==> config.mk <==
export PLATFORM = sky130hd
export DESIGN_NAME = mon_tx_top
export DESIGN_NICKNAME = d
export VERILOG_FILES = /design/src/rtl/mon_tx_pkg.sv /design/src/rtl/mon_tx_regs.sv /design/src/rtl/mon_tx_port.sv /design/src/rtl/mon_tx_top.sv
export SDC_FILE = /design/constraint.sdc
export NUM_CORES = 1
export LEC_CHECK = 0
export BUFFER_PORTS_ARGS = -buffer_cell sky130_fd_sc_hd__buf_2
export CORE_ASPECT_RATIO = 1.25
export CORE_MARGIN = 10
export CORE_UTILIZATION = 58
export CTS_CLUSTER_SIZE = 20
export DETAILED_ROUTE_END_ITERATION = 10
export PLACE_DENSITY = 0.83
export SYNTH_ARGS = -nofsm -noshare
export SYNTH_HDL_FRONTEND = slang
export SYNTH_SLANG_ARGS = --single-unit
==> constraint.sdc <==
create_clock -name clk -period 3 [get_ports clk]
set_input_delay 0.45 -clock clk [delete_from_list [all_inputs] [get_ports clk]]
set_output_delay 0.45 -clock clk [all_outputs]
set_load 0.05 [all_outputs]
==> src/rtl/mon_tx_pkg.sv <==
package mon_tx_pkg;
    localparam int BYTE_W   = 8;
    localparam int REG_W    = 16;
    localparam int RDY_POS  = 8;
    localparam int LAST_POS = 9;
    localparam logic [BYTE_W-1:0] FILLER = 8'hFF;

    typedef struct packed {
        logic              last;
        logic              ready;
        logic [BYTE_W-1:0] data;
    } chan_reg_t;

    typedef enum logic {
        ST_IDLE = 1'b0,
        ST_SEND = 1'b1
    } tx_state_e;

    function automatic logic [REG_W-1:0] chan_to_word(chan_reg_t c);
        return {{(REG_W-$bits(chan_reg_t)){1'b0}}, c};
    endfunction
endpackage

==> src/rtl/mon_tx_regs.sv <==
module mon_tx_regs
    import mon_tx_pkg::*;
#(
    parameter int NPORTS = 4,
    parameter int AW     = $clog2(NPORTS + 2)
) (
    input  logic                clk,
    input  logic                rst,
    input  logic                we,
    input  logic [AW-1:0]       addr,
    input  logic [REG_W-1:0]    wdata,
    output logic [REG_W-1:0]    rdata,
    input  logic [NPORTS-1:0]   done,
    input  logic [NPORTS-1:0]   done_eom,
    output chan_reg_t           chan [NPORTS],
    output logic [NPORTS-1:0]   abort_q
);
    localparam logic [AW-1:0] ABORT_ADDR = AW'(NPORTS);
    localparam logic [AW-1:0] STAT_ADDR  = AW'(NPORTS + 1);

    logic [NPORTS-1:0] ack_q;

    always_ff @(posedge clk) begin
        if (rst)
            abort_q <= '0;
        else if (we && addr == ABORT_ADDR)
            abort_q <= wdata[NPORTS-1:0];
    end

    for (genvar p = 0; p < NPORTS; p++) begin : g_chan
        chan_reg_t nxt;
        logic      sel;

        assign sel = we && (addr == AW'(p));

        always_comb begin
            nxt = chan[p];
            if (sel) begin
                nxt.data  = wdata[BYTE_W-1:0];
                nxt.last  = wdata[LAST_POS];
                nxt.ready = wdata[RDY_POS] & (wdata[LAST_POS] | ~chan[p].last);
            end
            if (done[p]) begin
                nxt.ready = 1'b0;
                if (done_eom[p])
                    nxt.last = 1'b0;
            end
            if (abort_q[p]) begin
                nxt.ready = 1'b0;
                nxt.last  = 1'b0;
            end
        end

        always_ff @(posedge clk) begin
            if (rst)
                chan[p] <= '0;
            else
                chan[p] <= nxt;
        end

        always_ff @(posedge clk) begin
            if (rst)
                ack_q[p] <= 1'b0;
            else if (done[p])
                ack_q[p] <= 1'b1;
            else if (we && addr == STAT_ADDR && wdata[p])
                ack_q[p] <= 1'b0;
        end

        AST_DONE_DROPS_READY: assert property (@(posedge clk) disable iff (rst)
            done[p] |=> !chan[p].ready) else $error("ready survived done");

        AST_ABORT_NO_ACK: assert property (@(posedge clk) disable iff (rst)
            (abort_q[p] && !ack_q[p]) |=> !ack_q[p]) else $error("ack under abort");

        AST_LAST_DROP_READY: assert property (@(posedge clk) disable iff (rst)
            (sel && chan[p].last && !wdata[LAST_POS]) |=> !chan[p].ready)
            else $error("ready kept after last cleared");
    end

    always_comb begin
        rdata = '0;
        for (int p = 0; p < NPORTS; p++)
            if (addr == AW'(p))
                rdata = chan_to_word(chan[p]);
        if (addr == ABORT_ADDR)
            rdata = {{(REG_W-NPORTS){1'b0}}, abort_q};
        if (addr == STAT_ADDR)
            rdata = {{(REG_W-NPORTS){1'b0}}, ack_q};
    end
endmodule

==> src/rtl/mon_tx_port.sv <==
module mon_tx_port
    import mon_tx_pkg::*;
(
    input  logic              clk,
    input  logic              rst,
    input  logic              stb,
    input  logic              abort,
    input  chan_reg_t         chan,
    output logic              done,
    output logic              done_eom,
    output logic [BYTE_W-1:0] byte_o,
    output logic              eom_o
);
    tx_state_e state;

    assign done     = (state == ST_SEND) && stb && !abort;
    assign done_eom = done && eom_o;

    always_ff @(posedge clk) begin
        if (rst || abort) begin
            state  <= ST_IDLE;
            byte_o <= FILLER;
            eom_o  <= 1'b0;
        end else if (stb) begin
            case (state)
                ST_IDLE: begin
                    if (chan.ready) begin
                        state  <= ST_SEND;
                        byte_o <= chan.last ? FILLER : chan.data;
                        eom_o  <= chan.last;
                    end
                end
                default: begin
                    state  <= ST_IDLE;
                    byte_o <= FILLER;
                    eom_o  <= 1'b0;
                end
            endcase
        end
    end

    AST_EOM_FILLER: assert property (@(posedge clk) disable iff (rst)
        eom_o |-> (byte_o == FILLER)) else $error("eom without filler");

    AST_HOLD_BETWEEN_FRAMES: assert property (@(posedge clk) disable iff (rst)
        (!stb && !abort) |=> ($stable(byte_o) && $stable(eom_o))) else $error("output moved");

    AST_ABORT_IDLE: assert property (@(posedge clk) disable iff (rst)
        abort |=> (byte_o == FILLER && !eom_o)) else $error("abort not idle");
endmodule

==> src/rtl/mon_tx_top.sv <==
module mon_tx_top
    import mon_tx_pkg::*;
#(
    parameter int NPORTS = 4,
    localparam int AW    = $clog2(NPORTS + 2)
) (
    input  logic                     clk,
    input  logic                     rst,
    input  logic                     cpu_we,
    input  logic [AW-1:0]            cpu_addr,
    input  logic [REG_W-1:0]         cpu_wdata,
    output logic [REG_W-1:0]         cpu_rdata,
    input  logic [NPORTS-1:0]        frame_stb,
    output logic [NPORTS*BYTE_W-1:0] tx_byte,
    output logic [NPORTS-1:0]        tx_eom
);
    chan_reg_t         chan [NPORTS];
    logic [NPORTS-1:0] abort_q;
    logic [NPORTS-1:0] done;
    logic [NPORTS-1:0] done_eom;

    mon_tx_regs #(.NPORTS(NPORTS), .AW(AW)) regs_i (
        .clk      (clk),
        .rst      (rst),
        .we       (cpu_we),
        .addr     (cpu_addr),
        .wdata    (cpu_wdata),
        .rdata    (cpu_rdata),
        .done     (done),
        .done_eom (done_eom),
        .chan     (chan),
        .abort_q  (abort_q)
    );

    for (genvar p = 0; p < NPORTS; p++) begin : g_port
        mon_tx_port port_i (
            .clk      (clk),
            .rst      (rst),
            .stb      (frame_stb[p]),
            .abort    (abort_q[p]),
            .chan     (chan[p]),
            .done     (done[p]),
            .done_eom (done_eom[p]),
            .byte_o   (tx_byte[p*BYTE_W +: BYTE_W]),
            .eom_o    (tx_eom[p])
        );
    end
endmodule

Yosys cells after proc, flatten, opt, wreduce, memory -nomap -nowiden
Cells that the tools add are included.
Operators by class
  add/subtract/negate cells: 0
  multiply operators: 0
  divide/modulo/power cells: 0
  order comparisons: 0
  equal/unequal tests: 5
  shifts and indexed selects: 0
  multiplexer cells: 54
  bitwise gates (word level): 12
  reduce and logical (&&, ||, !) cells: 51
Operator list (number)
  10-bit 2-to-1 mux: 10
  8-bit 2-to-1 mux: 12
  1-bit 2-to-1 mux: 28
  1-bit logical AND: 22
  2-bit nonzero test: 8
  3-bit OR reduction: 4
  2-bit 2-to-1 mux: 4
  2-bit AND reduction: 4
  2-bit OR reduction: 4
  3-bit by 2-bit equality test with 1-bit output (second input constant): 2
  3-bit equality test (second input constant): 2
  1-bit AND: 4
  1-bit zero test: 4
  1-bit logical OR: 4
  1-bit NOT: 4
  1-bit bitwise OR: 4
  3-bit by 1-bit equality test with 1-bit output (second input constant): 1
  3-bit zero test: 1
Storage, ports and cells
  register bits after elaboration: 88
  bits in latches: 0
  RAM bits: 0
  memory bits (read-only): 0
  input port bits: 26
  output and inout bits: 52
  logic and storage cells: 151
  memories: 0

Depth between registers and ports, before layout
  depth in word-level cells: 7
  gate-level depth with buffers: 5
  gate-level depth less buffers: 3

Hierarchy
From an unflattened synthesis, not the netlist that was laid out.
Unflattened totals
  cell total of the unflattened synthesis: 475
  area total of the unflattened synthesis: 4063.9 um2
Modules (own cells, without submodules)
  mon_tx_regs: times used 1, cells each 271, area each 2377.3 um2, sequential area each 960.9 um2
  mon_tx_port: times used 4, cells each 51, area each 421.7 um2, sequential area each 200.2 um2

Worst setup path before layout
Ideal clock, no wire load.
  kind: input-to-output
  start: input port cpu_addr[2]
  end: output port cpu_rdata[0]
  arrival time: 2351 ps
  required time: 2550 ps
  slack: 199 ps
  stages: 5
  buffers on the path: 2
  cells stage by stage: buf_2 -> clkbuf_1 -> or2_2 -> o32ai_1 -> a221oi_1
On the way
  longest elaborated chain between the ends: 7
  elaborated cells between the ends (all ways): 12
  classes of those cells: eq/ne: 5; mux: 6; reduce/logical: 1
RTL lines
  from (decl): RTL line mon_tx_top.sv:10  | input logic [AW-1:0] cpu_addr,
  3-bit zero test: RTL line mon_tx_regs.sv:84  | if (addr == AW'(p))
  10-bit 2-to-1 mux (4 in series): RTL line mon_tx_regs.sv:84
  10-bit 2-to-1 mux: RTL line mon_tx_regs.sv:86  | if (addr == ABORT_ADDR)
  10-bit 2-to-1 mux *: RTL line mon_tx_regs.sv:88  | if (addr == STAT_ADDR)
  to (decl): RTL line mon_tx_top.sv:12  | output logic [REG_W-1:0] cpu_rdata,
Every way passes the cells marked *; elsewhere a longest branch is shown, timed or not.

Worst setup path after layout
  start: input port cpu_addr[0]
  end: output port cpu_rdata[1]
The elaborated chain is that of the path after synthesis.

==> results.yml <==
place:
  dp_cells: 579
  place_ws_ns: 0.710
  io_buffers: 65
  dpl_cell_area_mm2: 0.00419
  gp_congestion: 0.944
  hpwl_mm: 7.22
floorplanning:
  ios: 78
  num_rows: 33
  coreArea_mm2: 0.00661
  die_x_um: 93.8
  die_area_mm2: 0.0105
  initial_utilization: 0.598
  dieHeight_um: 112
setup_path:
  crit_required_ns: 2.55
  crit_chain: "buf_2, or2_2, o32ai_1, a221oi_1, buf_2"
  cpMostUsedCell: "buf_2"
  startpoint_type: "input port"
  critPathKind: "in -> out"
  end_kind: "output port"
  crit_path_top_delay_cell: "buf_2"
  worstPathArrival_ns: 1.91
  critPathMaxFanout: 26
  slowest_delay_ns: 0.42
routing:
  drc: 0
  wl_per_cell_um: 16.9
  dr_total_vias: 3497
  first_iter_violations: 343
  viasPerCell: 5.88
  routed_wl_mm: 10.1
  ant_nets: 0
  first_pass_iters: 6
cells_and_area:
  final_design_area_no_fill_mm2: 0.00442
  post-route-util: 0.669
  finalNonFillerCells: 595
  nNetsFinal: 529
  drive_gt1_frac: 0.209
  syn_to_final_growth_pct: 11.8
  antenna_cells: 0
  final_cell_mix: "dfxtp_1 (88), nand2_1 (75), buf_2 (65)"
  final_common_cell: "dfxtp_1"
clocking:
  cts-resized-gates: 0
  path_clk_slew_ns: 0.08
  ctsHtreeMaxLevel: 3
  clock_tree.root_cell: "clkbuf_8"
  cts_hold_buffers: 0
  cts_sinks: 88
  cts_inserted_buffers: 9
  clkLatencyLatePin_ns: 0.36
  cts_tree: "yes"
  postCtsSetupRepairBufs: 0
  cts_buffer_depth: 2
power_and_ir_drop:
  vdd_ir_drop_max_mv: 0.338
  power_density_mw_per_mm2: 538
  pwr-share-seq: 0.508
  pwr-share-comb: 0.096
  intPower_uw: 1790
  p_sw_uw: 587
  clkPwrFrac: 0.396
  swShare: 0.247
  leakagePower_uw: 0.00165
sta:
  setup_violations: 0
  final.setup.tns_ns: 0
  worst_pin_slew_ns: 0.808
  fmax_mhz: 424
  period_needed_ns: 2.36
  rsz0062_at_grt: "false"
  slew_headroom: 0.462
  setup_slack_ns: 0.644
  skew_ns: 0.0102
  final_max_slew_viol_count: 0
  hold_viol: 0
  fin_crit_sh: 0.785
synthesis:
  synthXorXnorAreaFrac: 0
  synth-adder-area-share: 0
  ys_warn_count: 0
  avgSynthCellArea_um2: 8.50
  synth.area.top_cells: "dfxtp_1 (45%), nand2_1 (7.1%), a21oi_1 (5.6%)"
  synth_top_family_by_area: "simple AND/OR/NAND/NOR gates"
  syn-instance-count: 465
  seq_area_frac_synth: 0.446
  synth_seq_cells: 88
  synth_edf_count: 0
  synth_top_cell_area_share: 0.446
  synthFlopType: "dfxtp_1"
  synth_cell_types: 39
  synth_largest_area_cell: "dfxtp_1"
  yosys.area_share.simple: 0.238
  async_flop_share: 0
  syn_area_mm2: 0.00395
  muxShareOfSynthArea: 0.0921
  synth-compound-area-share: 0.164
global_route:
  grt_start_max_net_pins: 49
  antenna_found_initial: 0
  grt_pass1_wl_mm: 16.3
  track_usage: 0.188
  grt_pass1_vias: 3309
  grt-ovfl-total: 0
run_status:
  status: "complete, no violations"
job:
  max_cap_viol_count: 0
min_path:
  worstHoldPathType: "in -> reg"
## cell type report
cell class | count | area [um^2]
clock buffers | 14 | 173
clock inverters | 2 | 60.1
fillers | 543 | 2180
inverters | 5 | 18.8
multi-input cells | 334 | 1970
flip-flops and latches | 88 | 1760
well taps | 87 | 109
repair buffers | 65 | 325
## power by group through the flow
| stage | Sequential [uW] | Combinational, uW | Clock [uW] |
|---|---|---|---|
| 6_report | 1210 | 228 | 942 |
| 5_1_grt | 1210 | 245 | 992 |
| 4_1_cts | 1210 | 226 | 946 |
| 3_5_place_dp | 1230 | 224 | 0 |
| 3_3_place_gp | 1230 | 221 | 0 |
| 2_1_floorplan | 1250 | 153 | 0 |
## registers in the layout (all words and copies together) (netlist names)
| signal | cells |
|---|---|
| g_port.port_i.eom_o | 4 |
| regs_i.ack_q | 4 |
| regs_i.chan | 40 |
| g_port.port_i.byte_o | 32 |
| g_port.port_i.state | 4 |
| regs_i.abort_q | 4 |
## logic make-up after synthesis
group / after synthesis
buf+inv: 48
mux: 26
simple gates: 193
compound gates: 109
flops: 88
other cells: 1
## worst max-delay path: cells and delay by family
| kind | cells | cell delay (ns) |
|---|---|---|
| and+or+nand+nor | 1 | 0.26 |
| buffers and inverters | 2 | 0.75 |
| AOI/OAI and AO/OA | 2 | 0.43 |
## routing by layer
layer | part of all wire | global-route usage
met2 | 0.48 | 0.303
met5 | 0 | 0
met1 | 0.41 | 0.223
met3 | 0.076 | 0.0593
met4 | 0.034 | 0.0843
## through the flow
stage                     hold slack, ns  power (uW)
final                              0.378        2380
after global routing               0.382        2450
after CTS                          0.366        2380
after detailed placement           0.470        1460
after global placement             0.460        1460
after floorplan                    0.443        1410
## Yosys cell counts (all sizes together), types with 2 or more instances
master and number:
dfxtp 88, nand2 75, a21oi 44, nor2 42, o21ai 36, nor3 32, clkbuf 24, buf 19
mux2i 12, nand2b 10, or2 9, mux2 8, a221oi 7, mux4 6, nor2b 6, inv 5
nand4b 5, a21o 4, a311oi 4, a31o 4, nand3 4, o21a 4, o32ai 4, and4bb 3
and4b 2
## path summary, 6_finish.rpt
path	startpoint	to	slack, ns	cells after the start
max	cpu_addr[0]	cpu_rdata[1]	0.64	5
min	cpu_wdata[7]	regs_i.chan[27]	0.38	3
max reg2reg	g_port[0].port_i.state	g_port[0].port_i.byte_o[2]	1.74	3
min reg2reg	regs_i.chan[15]	regs_i.chan[15]	0.49	2
(Power assumes the default switching activity.)
